File: config.mk
export PLATFORM = sky130hd
export DESIGN_NAME = otp_read_seq
export DESIGN_NICKNAME = d
export VERILOG_FILES = /design/src/rtl/otp_seq_pkg.sv /design/src/rtl/otp_pwr_ctl.sv /design/src/rtl/otp_cycle_cnt.sv /design/src/rtl/otp_read_seq.sv
export SDC_FILE = /design/constraint.sdc
export NUM_CORES = 1
export LEC_CHECK = 0
export ABC_AREA = 1
export BUFFER_PORTS_ARGS = -buffer_cell sky130_fd_sc_hd__buf_2
export CAP_MARGIN = 20
export CORE_ASPECT_RATIO = 0.5
export CORE_MARGIN = 5
export CORE_UTILIZATION = 50
export DETAILED_ROUTE_END_ITERATION = 10
export GPL_TIMING_DRIVEN = 0
export PLACE_DENSITY = 0.84
export SYNTH_ARGS = -nofsm -noshare
export SYNTH_HDL_FRONTEND = slang
export SYNTH_SLANG_ARGS = --single-unit
File: constraint.sdc
create_clock -name clk -period 4.1 [get_ports clk]
set_clock_uncertainty 0.15 [all_clocks]
set_input_delay 0 -clock clk [delete_from_list [all_inputs] [get_ports clk]]
set_output_delay 0 -clock clk [all_outputs]
set_load 0.02 [all_outputs]
File: src/rtl/otp_seq_pkg.sv
package otp_seq_pkg;

    typedef enum logic [4:0] {
        ST_IDLE,
        ST_BANK_CHK,
        ST_BANK_WR,
        ST_BANK_VFY,
        ST_UP_MASK,
        ST_UP_SW1,
        ST_UP_SETTLE,
        ST_UP_SW2,
        ST_UP_OPEN,
        ST_RD_REQ,
        ST_RD_WAIT,
        ST_DN_CLOSE,
        ST_DN_SW2,
        ST_DN_SETTLE,
        ST_DN_SW1,
        ST_DN_MASK,
        ST_FINISH
    } seq_state_t;

    // One power-control action applied at the end of a cycle
    typedef enum logic [3:0] {
        PS_HOLD,
        PS_MASK_ON,
        PS_SW1_ON,
        PS_SW2_ON,
        PS_ISO_OFF,
        PS_ISO_ON,
        PS_SW2_OFF,
        PS_SW1_OFF,
        PS_MASK_OFF
    } pwr_step_t;

endpackage

File: src/rtl/otp_pwr_ctl.sv
module otp_pwr_ctl
    import otp_seq_pkg::*;
(
    input  logic      clk,
    input  logic      rst_n,
    input  pwr_step_t step,
    output logic      wmask_en,
    output logic      sw1,
    output logic      sw2,
    output logic      iso
);

    always_ff @(posedge clk) begin
        if (!rst_n) begin
            wmask_en <= 1'b0;
            sw1      <= 1'b0;
            sw2      <= 1'b0;
            iso      <= 1'b1;
        end else begin
            unique case (step)
                PS_HOLD:     ;
                PS_MASK_ON:  wmask_en <= 1'b1;
                PS_SW1_ON:   sw1      <= 1'b1;
                PS_SW2_ON:   sw2      <= 1'b1;
                PS_ISO_OFF:  iso      <= 1'b0;
                PS_ISO_ON:   iso      <= 1'b1;
                PS_SW2_OFF:  sw2      <= 1'b0;
                PS_SW1_OFF:  sw1      <= 1'b0;
                PS_MASK_OFF: wmask_en <= 1'b0;
                default:     ;
            endcase
        end
    end

endmodule

File: src/rtl/otp_cycle_cnt.sv
module otp_cycle_cnt #(
    parameter int LIMIT = 16
) (
    input  logic clk,
    input  logic rst_n,
    input  logic clear,
    input  logic en,
    output logic hit
);

    localparam int W = $clog2(LIMIT + 1);

    logic [W-1:0] cnt;

    always_ff @(posedge clk) begin
        if (!rst_n || clear)
            cnt <= '0;
        else if (en)
            cnt <= cnt + 1'b1;
    end

    // Set during the LIMIT-th counted cycle
    assign hit = (cnt == W'(LIMIT - 1));

endmodule

File: src/rtl/otp_read_seq.sv
module otp_read_seq
    import otp_seq_pkg::*;
#(
    parameter int ADDR_W      = 11,
    parameter int LEN_W       = 12,
    parameter int WORD_W      = 32,
    parameter int SETTLE_CYC  = 1000,
    parameter int TIMEOUT_CYC = 1000
) (
    input  logic              clk,
    input  logic              rst_n,
    input  logic              req_valid,
    input  logic [ADDR_W-1:0] req_addr,
    input  logic [LEN_W-1:0]  req_len,
    input  logic              req_bank,
    output logic              idle,
    output logic              bank_wr_en,
    output logic              bank_wr_val,
    input  logic              bank_rd_val,
    output logic              pwr_wmask_en,
    output logic              pwr_sw1,
    output logic              pwr_sw2,
    output logic              pwr_iso,
    output logic              fuse_req,
    output logic [ADDR_W-1:0] fuse_addr,
    input  logic [WORD_W-1:0] fuse_word,
    output logic              out_valid,
    output logic [7:0]        out_byte,
    output logic              done,
    output logic              err_busy
);

    localparam int RDY_BIT = WORD_W - 1;

    seq_state_t        state, nxt;
    pwr_step_t         step;
    logic [ADDR_W-1:0] addr_q;
    logic [LEN_W-1:0]  rem_q;
    logic              bank_q;
    logic              err_q;
    logic              rdy;
    logic              settle_en, settle_hit;
    logic              wait_en, wait_hit;
    logic              tmo;
    logic              unused_hi;

    assign rdy       = fuse_word[RDY_BIT];
    assign unused_hi = ^fuse_word[RDY_BIT-1:8];
    assign tmo       = (state == ST_RD_WAIT) && !rdy && wait_hit;

    otp_cycle_cnt #(.LIMIT(SETTLE_CYC)) u_settle (
        .clk   (clk),
        .rst_n (rst_n),
        .clear (!settle_en),
        .en    (settle_en),
        .hit   (settle_hit)
    );

    otp_cycle_cnt #(.LIMIT(TIMEOUT_CYC)) u_wait (
        .clk   (clk),
        .rst_n (rst_n),
        .clear (state != ST_RD_WAIT),
        .en    (wait_en),
        .hit   (wait_hit)
    );

    otp_pwr_ctl u_pwr (
        .clk      (clk),
        .rst_n    (rst_n),
        .step     (step),
        .wmask_en (pwr_wmask_en),
        .sw1      (pwr_sw1),
        .sw2      (pwr_sw2),
        .iso      (pwr_iso)
    );

    // State register
    always_ff @(posedge clk) begin
        if (!rst_n)
            state <= ST_IDLE;
        else
            state <= nxt;
    end

    // Transitions
    always_comb begin
        nxt = state;
        unique case (state)
            ST_IDLE:
                if (req_valid)
                    nxt = (req_len == '0) ? ST_FINISH : ST_BANK_CHK;
            ST_BANK_CHK:
                nxt = (bank_rd_val == bank_q) ? ST_UP_MASK : ST_BANK_WR;
            ST_BANK_WR:
                nxt = ST_BANK_VFY;
            ST_BANK_VFY:
                nxt = (bank_rd_val == bank_q) ? ST_UP_MASK : ST_FINISH;
            ST_UP_MASK:
                nxt = ST_UP_SW1;
            ST_UP_SW1:
                nxt = ST_UP_SETTLE;
            ST_UP_SETTLE:
                if (settle_hit)
                    nxt = ST_UP_SW2;
            ST_UP_SW2:
                nxt = ST_UP_OPEN;
            ST_UP_OPEN:
                nxt = ST_RD_REQ;
            ST_RD_REQ:
                nxt = ST_RD_WAIT;
            ST_RD_WAIT:
                if (rdy)
                    nxt = (rem_q == LEN_W'(1)) ? ST_DN_CLOSE : ST_RD_REQ;
                else if (wait_hit)
                    nxt = ST_DN_CLOSE;
            ST_DN_CLOSE:
                nxt = ST_DN_SW2;
            ST_DN_SW2:
                nxt = ST_DN_SETTLE;
            ST_DN_SETTLE:
                if (settle_hit)
                    nxt = ST_DN_SW1;
            ST_DN_SW1:
                nxt = ST_DN_MASK;
            ST_DN_MASK:
                nxt = ST_FINISH;
            ST_FINISH:
                nxt = ST_IDLE;
            default:
                nxt = ST_IDLE;
        endcase
    end

    // Per-state controls
    always_comb begin
        step       = PS_HOLD;
        settle_en  = 1'b0;
        bank_wr_en = 1'b0;
        fuse_req   = 1'b0;
        wait_en    = 1'b0;
        unique case (state)
            ST_BANK_WR:   bank_wr_en = 1'b1;
            ST_UP_MASK:   step = PS_MASK_ON;
            ST_UP_SW1:    step = PS_SW1_ON;
            ST_UP_SETTLE: settle_en = 1'b1;
            ST_UP_SW2:    step = PS_SW2_ON;
            ST_UP_OPEN:   step = PS_ISO_OFF;
            ST_RD_REQ:    fuse_req = 1'b1;
            ST_RD_WAIT:   wait_en = !rdy;
            ST_DN_CLOSE:  step = PS_ISO_ON;
            ST_DN_SW2:    step = PS_SW2_OFF;
            ST_DN_SETTLE: settle_en = 1'b1;
            ST_DN_SW1:    step = PS_SW1_OFF;
            ST_DN_MASK:   step = PS_MASK_OFF;
            default:      ;
        endcase
    end

    assign idle        = (state == ST_IDLE);
    assign bank_wr_val = bank_q;
    assign fuse_addr   = addr_q;

    // Run context and result registers
    always_ff @(posedge clk) begin
        if (!rst_n) begin
            addr_q    <= '0;
            rem_q     <= '0;
            bank_q    <= 1'b0;
            err_q     <= 1'b0;
            out_valid <= 1'b0;
            out_byte  <= '0;
            done      <= 1'b0;
            err_busy  <= 1'b0;
        end else begin
            out_valid <= 1'b0;
            done      <= (state == ST_FINISH);
            err_busy  <= (state == ST_FINISH) && err_q;
            if (state == ST_IDLE && req_valid) begin
                addr_q <= req_addr;
                rem_q  <= req_len;
                bank_q <= req_bank;
                err_q  <= 1'b0;
            end
            if (state == ST_BANK_VFY && bank_rd_val != bank_q)
                err_q <= 1'b1;
            if (state == ST_RD_WAIT && rdy) begin
                out_valid <= 1'b1;
                out_byte  <= fuse_word[7:0];
                addr_q    <= addr_q + 1'b1;
                rem_q     <= rem_q - 1'b1;
            end
            if (tmo)
                err_q <= 1'b1;
        end
    end

endmodule

* Word-level counts from Yosys, hierarchy flattened
Cells that the tools add are included.
** Storage, ports and cells
- Input port bits :: 60
- Register bits :: 65
- Word-level logic and storage cells :: 101
** Operators by class
- Add/sub/neg operators :: 4
- Equality and inequality tests :: 34
- Reduce and logical (&&, ||, !) cells :: 21
- Muxes and demuxes :: 27
** Operator list (number)
- $pmux 5 s16 :: 1
- $eq 5x4->1 const B :: 8
- $mux 5 :: 7
- $pmux 4 s8 :: 1
- $mux 12 :: 2
- $mux 11 :: 2
- $add 10x1->10 const B :: 2
- $eq 10x10->1 const B :: 2
- $eq 5x3->1 const B :: 4
- $eq 4x3->1 const B :: 4
- $eq 12x1->1 const B :: 1
- $logic_not 12->1 :: 1
- $sub 12x1->12 const B :: 1
- $add 11x1->11 const B :: 1
- $eq 5x2->1 const B :: 2
- $reduce_bool 2->1 :: 5
- $eq 4x2->1 const B :: 2
- $mux 1 :: 8
- $pmux 1 s2 :: 4
- $logic_and 1x1->1 :: 6
- $ne 2x2->1 const B :: 3
- $eq 5x1->1 const B :: 1
- $eq 5x5->1 const B :: 1
- $logic_not 5->1 :: 1
- 13 further kinds :: 16

* Longest topological paths before layout
Gate-level depths: netlist of the first run.
- Depth in word-level cells :: 5
- Mapped depth :: 10

* By module
A second synthesis of the first run with hierarchy kept.
** Unflattened totals
- Cells, all modules :: 570
- Area total of the unflattened synthesis :: 3813.7 µm²
** Modules (own cells, without submodules)
- otp_read_seq :: seq. area each 820.8 µm², times used 1, area each 2583.7 µm², cells an instance 389
- otp_cycle_cnt :: seq. area each 200.2 µm², times used 2, area each 510.5 µm², cells an instance 75
- otp_pwr_ctl :: seq. area each 80.1 µm², times used 1, area each 209.0 µm², cells an instance 31

* Least setup slack after synthesis of the first run
No wires, ideal clock.
- Kind :: register -> register
- Start :: register addr_q[0] (netlist: fuse_addr[0])
- End :: register addr_q[10] (netlist: fuse_addr[10])
- Library setup time :: 0.132 ns
- Arrival :: 1.362 ns
- Cell stages (with the launch flop) :: 9
- Slack :: 2.456 ns
- Cells stage by stage :: dfxtp_1 > ha_1 > nand3_1 > nor2_1 > nand3_1 > o21ai_0 > nand3_1 > nand2_1 > a21oi_1
** Between the ends
- Longest elaborated chain between the ends :: 2
** Ends and longest elaborated chain
- start: declaration :: RTL line otp_read_seq.sv:37 : logic [ADDR_W-1:0] addr_q;
- start signal: assignment :: RTL line otp_read_seq.sv:179 : addr_q <= req_addr;
- start signal: assignment :: RTL line otp_read_seq.sv:189 : addr_q <= addr_q + 1'b1;
- $add 11x1->11 :: RTL line otp_read_seq.sv:189
- $mux 11 :: RTL line otp_read_seq.sv:186 : if (state == ST_RD_WAIT && rdy) begin
No other way between the ends.
A chain may end at the register's enable or synchronous reset.

* Final worst setup path of the first run
- Start :: register state[0]
- End :: register addr_q[2] (netlist: fuse_addr[2])
** Between the ends
- Longest elaborated chain between the ends :: 3
- Elaborated cells between the ends (all ways) :: 6
- Classes of those cells :: 1 x eq/ne; 1 x mux; 4 x reduce/logical
** Ends and longest elaborated chain
- start: declaration :: RTL line otp_read_seq.sv:35 : seq_state_t state, nxt;
- start signal: assignment :: RTL line otp_read_seq.sv:82 : state <= nxt;
- $eq 5x4->1 or $logic_not 5->1 (tied branches) :: RTL line otp_read_seq.sv:186, otp_read_seq.sv:178
- $logic_and 1x1->1, on equally long branches :: RTL line otp_read_seq.sv:186, otp_read_seq.sv:178
- $mux 11 or $reduce_bool 2->1 (tied branches)
Parallel ways exist; a longest one is shown, timed or not.

==> out/metrics.yaml, run 1 <==
grt:
  grt_use_total_pct: 23.72
  grt_max_degree: 11
  grtUsageMet3_pct: 6.538
  grt_most_used_layer: "met2"
  overflow: 0
  antenna_found_initial: 0
  grtUsageMet1_pct: 27.66
  use_met2_pct: 41.34
  grt_pass1_vias: 3565
  grt_pass1_wl_mm: 16.35
drt:
  drtPass1Iterations: 6
  drt_iter0_drc: 356
  vias_per_cell: 5.425
  drtAntennaViolNets: 0
  wl_per_cell_um: 14.28
  totalWireLength_mm: 10.26
  num_vias: 3895
  drc: 0
floorplan:
  io_pins: 90
  rows: 21
  start_util_pct: 51.71
  die_area_sq_um: 8795
  die_y_um: 68.86
  die_x_um: 127.7
  fp.coreArea_sq_um: 6700
clock_network:
  postCtsSetupRepairBufs: 0
  cts_tree: "built"
  cts_root_buf: "clkbuf_16"
  clock_sinks: 65
  clk_latency_ns: 0.33
  hold_buffers: 37
  cts_resized: 0
  cts_buffers: 9
  clk_pin_slew_ns: 0.05
  htreeDepth: 3
  clk_path_buf_depth: 2
synthesis:
  synth_ff_type: "dfxtp_1"
  yosysWarnings: 0
  synth_most_common_cell: "nand2_1"
  synthArstFlopShare_pct: 0
  synth_top_area_share_pct: 37.56
  synth_area_leaders: "dfxtp_1, nand2_1, nor2_1"
  syn-num-nets: 574
  ys_types: 39
  synth-edff-count: 0
  synth.cell_area_sq_um: 3465
  synth.yosys.seq_area_share_pct: 37.56
  syn_area_per_cell_sq_um: 6.807
  ys_ff_latch: 65
  yosysTopAreaCell: "dfxtp_1"
  synth_commonest_cells: "nand2_1, dfxtp_1, nor2_1"
  syn_inst: 509
sta:
  worst_slew_pin_slew_ns: 0.6756
  hold_viol: 0
  final.period_utilization_pct: 58.54
  rsz0062_at_grt: "false"
  max_clock_freq_ghz: 0.4166
  period_needed_ns: 2.400
  slew_headroom_pct: 54.61
  finalSetupViolations: 0
  drv_slew: 0
  finalSetupTns_ns: 0
worst_setup_path:
  critPathCaptureType: "flop"
  cp.required_ns: 4.21
  cp_max_fo: 10
  worstPathCellList: "inv_1, nand2_1, nor2_4, nand2_4, clkbuf_1, o221ai_1, dlygate4sd3_1, a21oi_1"
  worstPathArrival_ns: 2.51
  cp_slowest_stage_delay_ns: 0.58
  critPathSlowestCell: "dlygate4sd3_1"
  cp-start-kind: "flop"
  critPathKind: "reg -> reg"
final_layout:
  final_cells: 718
  drive_gt1_share_pct: 16.45
  fin_nets: 688
  n_fill_cell: 533
  diodes: 0
  syn_to_final_growth_pct: 32.18
  seq_area_sq_um: 1301
  multi_input_area_sq_um: 1851
placed_design:
  routabilityCongestion: 0.9406
  port_buffers: 66
  placedCellCount: 667
  dp_hpwl_mm: 6.748
power:
  cellLeakagePower_nw: 1.984
  ir_drop_v: 0.0002666
  powerDensity_nw_per_um2: 520.1
status:
  status: "complete, no violations"
worst_hold_path:
  min_path_type: "reg -> reg"
job:
  drv_cap: 0
[power breakdown]
group          total (mW)  leakage [nW]  internal (mW)  switching (mW)
Combinational       0.800          1.31          0.286           0.514
Clock               0.791         0.148          0.523           0.269
Sequential          0.790         0.528          0.708          0.0826
[cells by family after synthesis]
group	share of synthesized area, %
adder cells (fa/ha/maj)	1.806
buffers and inverters	9.028
XOR/XNOR	3.539
flip-flops	37.56
AO/OA/AOI/OAI	14.34
AND/OR/NAND/NOR	33.73
[path summary, 6_finish.rpt]
kind	start	end	slack (ns)	cells past startpoint
worst max-delay path	state[0]	fuse_addr[2]	1.70	8
worst min-delay path	u_settle.cnt[0]	u_settle.cnt[0]	0.29	1
worst max register to register	state[0]	fuse_addr[2]	1.70	8
worst min register to register	u_settle.cnt[0]	u_settle.cnt[0]	0.29	1
[per-layer routing]
metal	vias up	share of wire [%]
met5	-	0
met4	0	2.5
met3	35	9.2
met2	191	47
met1	1770	41
li1	1899	-
[registers in the layout, summed over array words and instances, names as in the netlist]
signal and count:
state 5, u_settle.cnt 10, u_pwr.sw1 1, u_pwr.wmask_en 1
u_pwr.sw2 1, err_busy 1, done 1, out_byte 8
u_wait.cnt 10, bank_wr_val 1, err_q 1, out_valid 1
fuse_addr 11, rem_q 12, u_pwr.iso 1
[layout by cell type, fill, tap and decap left out, types with 2 or more instances in the layout]
| cell | n |
|---|---|
| a21oi_1 | 37 |
| a31oi_1 | 5 |
| and2_1 | 2 |
| buf_2 | 67 |
| buf_4 | 3 |
| buf_6 | 2 |
| bufinv_16 | 2 |
| clkbuf_1 | 7 |
| clkbuf_16 | 9 |
| clkinv_2 | 2 |
| dfxtp_1 | 65 |
| dlygate4sd3_1 | 37 |
| ha_1 | 5 |
| inv_1 | 58 |
| inv_2 | 5 |
| nand2_1 | 128 |
| nand2_2 | 2 |
| nand2_4 | 4 |
| nand3_1 | 32 |
| nand4_1 | 13 |
| nor2_1 | 60 |
| nor2_4 | 2 |
| nor3_1 | 14 |
| nor3_2 | 2 |
| nor3b_1 | 3 |
| o211ai_1 | 5 |
| o21a_1 | 3 |
| o21ai_0 | 22 |
| o221ai_1 | 4 |
| xor2_1 | 13 |
[area by class of cell]
class                      count  area share (%)
buffer                        12           1.585
clock buffer                  10           5.000
clock inverter                 4           1.530
inverter                      64           5.246
multi-input combinational    368           40.41
sequential                    65           28.42
tap                           92           2.514
timing repair buffer         103           15.30
[metrics by stage]
| stage | power (mW) | setup slack [ns] | cell area (sq um) | hold slack, ns | util [%] |
|---|---|---|---|---|---|
| 2_1_floorplan | 1.328 | 2.456 | 3465 | -0.01228 | - |
| 6_report | 2.382 | 1.700 | 4579 | 0.2940 | 68.35 |
| 3_5_place_dp | 1.535 | 2.191 | 3910 | 0.1058 | 58.36 |
| 4_1_cts | 2.361 | 1.771 | 4579 | 0.2964 | 68.35 |
| 5_1_grt | 2.495 | 1.528 | 4579 | 0.3140 | 68.35 |
| 3_3_place_gp | 1.519 | 2.218 | 3910 | 0.1031 | 58.36 |
[critical path: cells and delay by family (launching register included)]
family                 cells  cell delay [ns]
buffers and inverters      3             1.08
DFF                        1             0.38
AOI/OAI and AO/OA          2             0.28
and+or+nand+nor            3             0.43
Note: power is estimated with default switching activity, not from simulation.
==> run 2, diff against run 1 <==
--- a/config.mk
+++ b/config.mk
@@ -5,7 +5,7 @@
 export SDC_FILE = /design/constraint.sdc
 export NUM_CORES = 1
 export LEC_CHECK = 0
-export ABC_AREA = 1
+export ABC_AREA = 0
 export BUFFER_PORTS_ARGS = -buffer_cell sky130_fd_sc_hd__buf_2
 export CAP_MARGIN = 20
 export CORE_ASPECT_RATIO = 0.5
@@ -13,7 +13,7 @@
 export CORE_UTILIZATION = 50
 export DETAILED_ROUTE_END_ITERATION = 10
 export GPL_TIMING_DRIVEN = 0
-export PLACE_DENSITY = 0.84
+export PLACE_DENSITY = 0.85
 export SYNTH_ARGS = -nofsm -noshare
 export SYNTH_HDL_FRONTEND = slang
 export SYNTH_SLANG_ARGS = --single-unit
==> constraint.sdc (replaced) <==
create_clock -name clk -period 2.4 [get_ports clk]
set_clock_uncertainty 0.15 [all_clocks]
set_input_delay 0 -clock clk [delete_from_list [all_inputs] [get_ports clk]]
set_output_delay 0 -clock clk [all_outputs]
set_load 0.02 [all_outputs]
==> out/metrics.yaml, run 2 <==
worst_setup_path:
  cp.buffers_inverters: 3  # unchanged
  reg2reg_slack_ns: 0.12  # was 1.70 ns
  cp_top_family: "simple AND/OR/NAND/NOR gates"  # was buffers and inverters
  critPathKind: "reg -> reg"  # unchanged
  critPathSlowestCell: "o311ai_0"  # was dlygate4sd3_1
  worst_path_most_repeated_cell: "buf_4"
  worstPathCellList: "buf_4, or3b_1, buf_4, nor3_4, buf_4, nand2_1, o311ai_0, a21oi_1"  # was inv_1, nand2_1, nor2_4, nand2_4, clkbuf_1, o221ai_1, dlygate4sd3_1, a21oi_1
  cp_slowest_stage_delay_ns: 0.35  # was 0.58 ns
  worstPathArrival_ns: 2.32  # was 2.51 ns
  critPathCaptureType: "flop"  # unchanged
  cp.required_ns: 2.44  # was 4.21 ns
  cp-start-kind: "flop"  # unchanged
  cp_max_fo: 10  # unchanged
final_layout:
  syn_to_final_growth_pct: 35.95  # was 32.18%
  fin_nets: 563  # was 688
  diodes: 0  # unchanged
  final_core_util_pct: 70.37  # was 68.35%
  final_cells: 590  # was 718
  final_cell_mix: "dfxtp_1, buf_2, nand2_1"  # was nand2_1, buf_2, dfxtp_1
  top_register: "rem_q"  # unchanged
  drive_gt1_share_pct: 19.92  # was 16.45%
  n_fill_cell: 466  # was 533
  finalInstanceArea_sq_um: 4297  # was 4579 sq um
  largest_register_ffs: 12  # unchanged
clock_network:
  htreeDepth: 3  # unchanged
  clk_path_buf_depth: 2  # unchanged
  cts_root_buf: "clkbuf_16"  # unchanged
  cts_buffers: 9  # unchanged
  cts_tree: "built"  # unchanged
  clock_sinks: 65  # unchanged
  clk_latency_ns: 0.33  # about the same
  clk_pin_slew_ns: 0.05  # about the same
drt:
  drc: 0  # unchanged
  wl_per_cell_um: 15.89  # was 14.28 um
  vias_per_cell: 5.888  # was 5.425
  num_vias: 3474  # was 3,895
  drt_iter0_drc: 574  # was 356
  drtPass1Iterations: 5  # was 6
  totalWireLength_mm: 9.378  # was 10.26 mm
  drtAntennaViolNets: 0  # unchanged
placed_design:
  dpl_cell_area_sq_um: 3596  # was 3910 sq um
  pre_cts_ws_ns: -0.04720  # was 2.191 ns
  dp_hpwl_mm: 5.813  # was 6.748 mm
  placedCellCount: 539  # was 667
  port_buffers: 65  # was 66
  routabilityCongestion: 0.9043  # was 0.9406
sta:
  max_clock_freq_ghz: 0.4377  # was 0.4166 GHz
  setup_slack_ns: 0.1152  # was 1.700 ns
  holdWs_ns: 0.1018  # was 0.2940 ns
  final.period_utilization_pct: 95.20  # was 58.54%
  finalSetupTns_ns: 0  # unchanged
  hold_viol: 0  # unchanged
  period_needed_ns: 2.285  # was 2.400 ns
  drv_slew: 0  # unchanged
  worst_slew_pin_slew_ns: 0.6333  # was 0.6756 ns
  finalSetupViolations: 0  # unchanged
  slew_headroom_pct: 57.78  # was 54.61%
synthesis:
  ys_ff_latch: 65  # unchanged
  synth_ff_type: "dfxtp_1"  # unchanged
  synth_top_area_share_pct: 41.17  # was 37.56%
  synth.yosys.seq_area_share_pct: 41.17  # was 37.56%
  synth-edff-count: 0  # unchanged
  syn-num-nets: 451  # was 574
  synth_area_leaders: "dfxtp_1, nand2_1, a21oi_1"  # was dfxtp_1, nand2_1, nor2_1
  ys_types: 51  # was 39
  synthArstFlopShare_pct: 0  # unchanged
  synth_commonest_cells: "dfxtp_1, nand2_1, nor2_1"  # was nand2_1, dfxtp_1, nor2_1
  syn_area_per_cell_sq_um: 8.188  # was 6.807 sq um
  yosysWarnings: 0  # unchanged
  synth_most_common_cell: "dfxtp_1"  # was nand2_1
  yosysTopAreaCell: "dfxtp_1"  # unchanged
  synth.cell_area_sq_um: 3161  # was 3465 sq um
  syn_inst: 386  # was 509
power:
  power_frac_comb_pct: 18.2  # was 33.6%
  powerDensity_nw_per_um2: 742.2  # was 520.1 nW/um^2
  internal-power_mw: 2.308  # was 1.517 mW
  clkPwrFrac_pct: 43.5  # was 33.2%
  seq_power_share_pct: 38.2  # was 33.2%
  ir_drop_v: 0.0003640  # was 0.0002666 V
  cellLeakagePower_nw: 1.691  # was 1.984 nW
  p_total_mw: 3.189  # was 2.382 mW
  p_sw_uw: 881.2  # was 864.9 uW
  switching_share_pct: 27.63  # was 36.32%
grt:
  grt_pass1_wl_mm: 15.12  # was 16.35 mm
  overflow: 0  # unchanged
  antenna_found_initial: 0  # unchanged
  grt_max_degree: 11  # unchanged
  grt_pass1_vias: 3170  # was 3,565
  grt_use_total_pct: 23.99  # was 23.72%
status:
  status: "complete, no violations"  # unchanged
floorplan:
  rows: 20  # was 21
  die_y_um: 66.22  # was 68.86 um
  start_util_pct: 51.76  # was 51.71%
  die_x_um: 122.4  # was 127.7 um
  io_pins: 90  # unchanged
  die_area_sq_um: 8108  # was 8795 sq um
  fp.coreArea_sq_um: 6106  # was 6700 sq um
worst_hold_path:
  min_path_type: "in -> reg"  # was reg -> reg
job:
  drv_cap: 0  # unchanged
## run 2: final cells by class
type                    count  area (sq um)  share of cell area, %
clock buffers              12         246.5                  5.737
well taps                  88         110.1                  2.563
repair buffers            102         688.2                  16.02
flip-flops and latches     65          1301                  30.29
clock inverters             3         65.06                  1.514
inverters                   7         26.28                 0.6115
multi-input cells         291          1764                  41.06
plain buffers              22         95.09                  2.213
## run 2: power by group through the flow
stage,clock [mW],sequential [mW],combinational [mW]
4_1_cts,1.39,1.21,0.552
3_5_place_dp,0,1.23,0.508
6_report,1.39,1.22,0.581
5_1_grt,1.46,1.23,0.632
2_1_floorplan,0,1.26,0.310
3_3_place_gp,0,1.23,0.499
## run 2: tightest hold or removal path: stages
cell and delay (ns):
buf_2 0.11, xnor2_1 0.08, nor3_1 0.18, a211oi_1 0.07, nor2b_1 0.10
## run 2: what timing repair did
item | 4_1_cts | 5_1_grt
hold endpoints to repair | 36 | 0
buffers inserted | 0 | 3
hold buffers | 34 | 0
endpoints found under the setup margin | 2 | 32
pin swaps | 0 | 1
gates resized for setup | 1 | 14
## run 2: final timing paths
kind,start,to,cells past startpoint
worst max-delay path,state[3],rem_q[9],8
worst min-delay path,bank_rd_val,err_q,5
worst max register to register,state[3],rem_q[9],8
worst min register to register,out_byte[1],out_byte[1],2
## run 2: cells by family after synthesis
| kind of cell | Yosys count | share of synthesized area [%] |
|---|---|---|
| muxes | 3 | 0.9897 |
| xor gates and xnor gates | 20 | 5.542 |
| AOI/OAI and AO/OA | 90 | 18.17 |
| buffers and inverters | 30 | 3.800 |
| and+or+nand+nor | 173 | 28.35 |
| adders and majority gates | 5 | 1.979 |
| DFF | 65 | 41.17 |
## run 2: metal layers
metal / share of wire, % / GRT usage [%] / wire [um] / vias up
met5: 0 / 0 / 0 / -
met4: 4.1 / 13.39 / 384 / 0
met3: 9.4 / 7.179 / 883 / 48
met2: 46 / 37.18 / 4282 / 230
met1: 41 / 29.92 / 3826 / 1575
li1: - / - / - / 1621
